### src/rtl/p2d_accum.sv
module p2d_accum #(
  parameter int W    = 8,
  parameter int ROWS = 8,
  localparam int RW   = $clog2(ROWS),
  localparam int CNTW = $clog2(ROWS + 1)
) (
  input  logic            clk,
  input  logic            rst_n,
  input  logic            in_valid,
  input  logic            in_last,
  input  logic [W-1:0]    in_data,
  input  logic            in_par,
  output logic            row_we,
  output logic [RW-1:0]   row_waddr,
  output logic            frame_end,
  output logic [W-1:0]    col_acc,
  output logic [ROWS-1:0] row_fail
);

  logic [CNTW-1:0] cnt_q, cnt_d;
  logic [W-1:0]    col_q, col_d;
  logic [ROWS-1:0] fail_q, fail_d;
  logic            room;

  assign room      = (cnt_q < CNTW'(ROWS));
  assign row_we    = in_valid & ~in_last & room;
  assign frame_end = in_valid & in_last;
  assign row_waddr = cnt_q[RW-1:0];
  assign col_acc   = col_q;
  assign row_fail  = fail_q;

  always_comb begin
    cnt_d  = cnt_q;
    col_d  = col_q;
    fail_d = fail_q;
    if (frame_end) begin
      cnt_d  = '0;
      col_d  = '0;
      fail_d = '0;
    end else if (row_we) begin
      cnt_d             = cnt_q + CNTW'(1);
      col_d             = col_q ^ in_data;
      fail_d[row_waddr] = ^{in_par, in_data};
    end
  end

  always_ff @(posedge clk or negedge rst_n) begin
    if (!rst_n) begin
      cnt_q  <= '0;
      col_q  <= '0;
      fail_q <= '0;
    end else begin
      cnt_q  <= cnt_d;
      col_q  <= col_d;
      fail_q <= fail_d;
    end
  end

  // a parity byte leaves the row counter and fail vector empty
  p_clear_r8: assert property (@(posedge clk) disable iff (!rst_n)
    frame_end |=> (cnt_q == '0 && fail_q == '0));

  // the row count never passes the frame capacity
  p_cnt_bound_r9: assert property (@(posedge clk) disable iff (!rst_n)
    cnt_q <= CNTW'(ROWS));

  // idle beats leave the frame state untouched
  p_idle_hold_r10: assert property (@(posedge clk) disable iff (!rst_n)
    !in_valid |=> ($stable(cnt_q) && $stable(col_q) && $stable(fail_q)));

endmodule

### config.mk
export PLATFORM = sky130hd
export DESIGN_NAME = p2d_accum
export DESIGN_NICKNAME = d
export VERILOG_FILES = /design/src/rtl/p2d_accum.sv
export SDC_FILE = /design/constraint.sdc
export NUM_CORES = 1
export LEC_CHECK = 0
export ABC_AREA = 1
export BUFFER_PORTS_ARGS = -buffer_cell sky130_fd_sc_hd__buf_4
export CORE_ASPECT_RATIO = 0.75
export CORE_UTILIZATION = 40
export CTS_BUF_LIST = sky130_fd_sc_hd__clkbuf_4
export DETAILED_ROUTE_END_ITERATION = 10
export HOLD_SLACK_MARGIN = 0.03
export RECOVER_POWER = 50
export SYNTH_ARGS = -nofsm -noshare
export SYNTH_HDL_FRONTEND = slang
export SYNTH_SLANG_ARGS = --single-unit
### constraint.sdc
create_clock -name clk -period 3.45 [get_ports clk]
set_clock_uncertainty 0.1 [all_clocks]
set_input_delay 0.69 -clock clk [delete_from_list [all_inputs] [get_ports clk]]
set_output_delay 0.69 -clock clk [all_outputs]
set_load 0.03 [all_outputs]
==> reports/results.tsv <==
stage	metric	value	unit
clocking	clock_sinks	20	
drt	detail_route.wirelength	2480	um
grt	grtUsageTotal	17.4	%
timing	worst_hold_slack	401	ps
grt	grt_max_degree	21	
run	max-cap-violations	0	
synthesis	synth.distinct_cells	24	
cells_and_area	multi_input_area	531	um^2
floorplan	die_area	3250	um^2
cells_and_area	fill_cells	267	
synthesis	synth_largest_type_area_fraction	41.4	%
timing	max_clk_rate	0.439	GHz
synthesis	area_fraction_in_compound_gates_after_synthesis	5.28	%
grt	grt_pass1_wl	4360	um
clocking	clkTransAtPathRegs	110	ps
synthesis	synth.yosys.seq_area_share	41.4	%
timing	final_hold_vios	0	
synthesis	synth_async_sr_flop_share	100	%
synthesis	synth.mux.area_fraction	0	%
synthesis	synth_top_cells_by_area	dfrtp_1 (41%), nand2_1 (11%), xnor2_1 (7.2%)	
clocking	hold_buffers	0	
synthesis	synth-seq-cells	20	
synthesis	yosysWarnings	0	
power	power_per_cell_area	603	nW/um^2
clocking	postCtsSetupRepairBufs	0	
critical_path	cp-end-kind	flip-flop	
timing	worst_slew_margin_rel	29.4	%
clocking	largest_buffer_count_on_any_clock_path	2	
synthesis	mappedNetlistArea	1210	um^2
synthesis	post_synth_and_or_nand_nor_area_fraction	31.7	%
synthesis	synthDominantAreaCellType	dfrtp_1	
timing	final-max-slew-violation-count	0	
critical_path	crit_path_start_kind	input pin	
synthesis	yosys-top-cells-count	nand2_1 (37), nor2_1 (21), dfrtp_1 (20)	
synthesis	number_of_enable_type_register_cells_in_the_synthesized_netlist	0	
drt	drt-wirelength-per-cell	11.0	um
critical_path	setup.worst_path.class	input pin to flip-flop	
placement	dp_hpwl	1940	um
timing	max_slew.worst_pin.slew	1060	ps
drt	dr.pass1.iters	4	
cells_and_area	areaGrowthSynthToFinish	21.0	%
clocking	cts.root.buffer_cell	clkbuf_4	
synthesis	synth_xor_xnor_area_share	7.97	%
cells_and_area	fin_nets	206	
grt	grt.overflow.total	0	
cells_and_area	post_route_cells_drive_above_1_share	23.2	%
clocking	h-tree-depth	1	
power	vdd_ir_drop_max	0.000251	V
floorplan	row_count	16	
synthesis	syn_nets	172	
synthesis	ys.flop_type	dfrtp_1	
timing	setup_repair_after_global_routing_missed_its_margin	false	
grt	antenna_found_initial	0	
synthesis	synth_top_family_by_area	simple AND/OR/NAND/NOR gates	
drt	drtAntennaViolNets	0	
cells_and_area	sequential_cell_area	500	um^2
min_path	hold_path_class	flip-flop to flip-flop	
timing	setup_tns	0	ps
synthesis	synth-adder-area-share	1.04	%
floorplan	ioPinCount	34	
clocking	worstSkewPairLatency	290	ps
drt	drc	0	
timing	number_of_setup_violations_in_the_final_report	0	
drt	routed-via-count	1066	
cells_and_area	antennaDiodeCount	0	
timing	fin_crit_period	2280	ps
floorplan	floorplan.core_area	2740	um^2
clocking	ctsResizeCount	0	
floorplan	die_boundary_height	49.6	um
power	power.static_leakage	0.825	nW
placement	placement.io_buffers	33	
clocking	cts-buffers-inserted	3	
critical_path	required	3600	ps
floorplan	initial_standard_cell_utilization_of_the_core	44.1	%
floorplan	die_w	65.5	um
drt	via_per_inst	4.72	
placement	gp_routability_congestion	0.761	
synthesis	syn_avg_cell_area	7.65	um^2
critical_path	worst-endpoint-arrival	2430	ps
drt	drtIter0Drc	33	
critical_path	timing.critical_path.fanout_max	12	
synthesis	synth.most_common_cell	nand2_1	
grt	first_global_vias	975	
timing	fin_crit_sh	66.1	%
outcome	status	completed	
synthesis	synth_cells	158	
clocking	cts_tree	done	
## final cells by class
class | count | area share [%]
clock buffer | 3 | 1.54
tap | 36 | 3.08
timing repair buffer | 33 | 16.4
inverter | 29 | 8.47
sequential | 20 | 34.2
multi-input combinational | 105 | 36.3
## worst max-delay path: stages
cell,delay [ps]
clkbuf_1,90
nor2_1,90
nand2_1,260
nand2_1,350
clkinvlp_2,440
nor3_2,260
nor2_1,70
nor2_1,80
nand2_1,50
inv_1,40
## metrics by stage
stage	utilization [%]	cell area [um^2]	setup WS (ps)	std cells	total power [mW]
after global routing	53.3	1460	936	226	0.950
after floorplan	-	1210	1450	158	0.659
after CTS	54.6	1500	1230	226	0.906
after global placement	53.7	1470	1280	223	0.787
final	53.3	1460	1170	226	0.881
after detailed placement	53.7	1470	1240	223	0.792
## worst paths after layout
check                      startpoint           to  slack [ps]  cells after the start
setup / recovery              in_last  row_fail[1]        1170                     10
hold / removal               cnt_q[3]     cnt_q[3]         400                      1
setup reg to reg             cnt_q[3]  row_fail[1]        1250                      9
hold reg to reg              cnt_q[3]     cnt_q[3]         400                      1
max in group asynchronous       rst_n     cnt_q[2]        2160                      1
min in group asynchronous       rst_n  row_fail[0]         450                      1
## layer usage
| layer | share of wire, % | global-route usage, % | up-vias |
|---|---|---|---|
| met3 | 4.6 | 4.17 | 2 |
| met2 | 43 | 27.8 | 25 |
| met1 | 52 | 24.3 | 489 |
| li1 | - | - | 550 |
| met5 | 0 | 0 | - |
| met4 | 0.32 | 2.17 | 0 |
## where the power goes
part           switching, mW  total [mW]  leakage, nW  internal, mW
clock network         0.0680       0.109       0.0138        0.0406
logic                  0.259       0.419        0.547         0.160
registers             0.0626       0.353        0.264         0.291
total                  0.390       0.881        0.825         0.492
## cells by family after synthesis
logic type / Yosys count
AND/OR/NAND/NOR: 81
buffers and inverters: 33
adder cells (fa/ha/maj): 1
flip-flops: 20
XOR/XNOR: 11
AO/OA/AOI/OAI: 12
## placed cells by master, fill, tap and decap left out
master	instances
nand2_1	39
buf_4	31
nor2_1	21
dfrtp_1	20
inv_1	19
nand3_1	11
xnor2_1	10
o21ai_0	5
nand4_1	5
inv_2	4
o21ai_1	4
clkinv_1	4
clkbuf_4	3
nand3_2	2
nor3_2	2
clkbuf_1	2
bufinv_8	1
a21oi_1	1
clkinvlp_2	1
xor2_1	1
nor4_1	1
a21o_1	1
o22ai_1	1
ha_1	1
## state kept, by name (all words and copies together), names as in the netlist
signal and cells:
col_acc 8, row_fail 8, cnt_q 4
No activity file was read; power rests on OpenSTA's default activity.
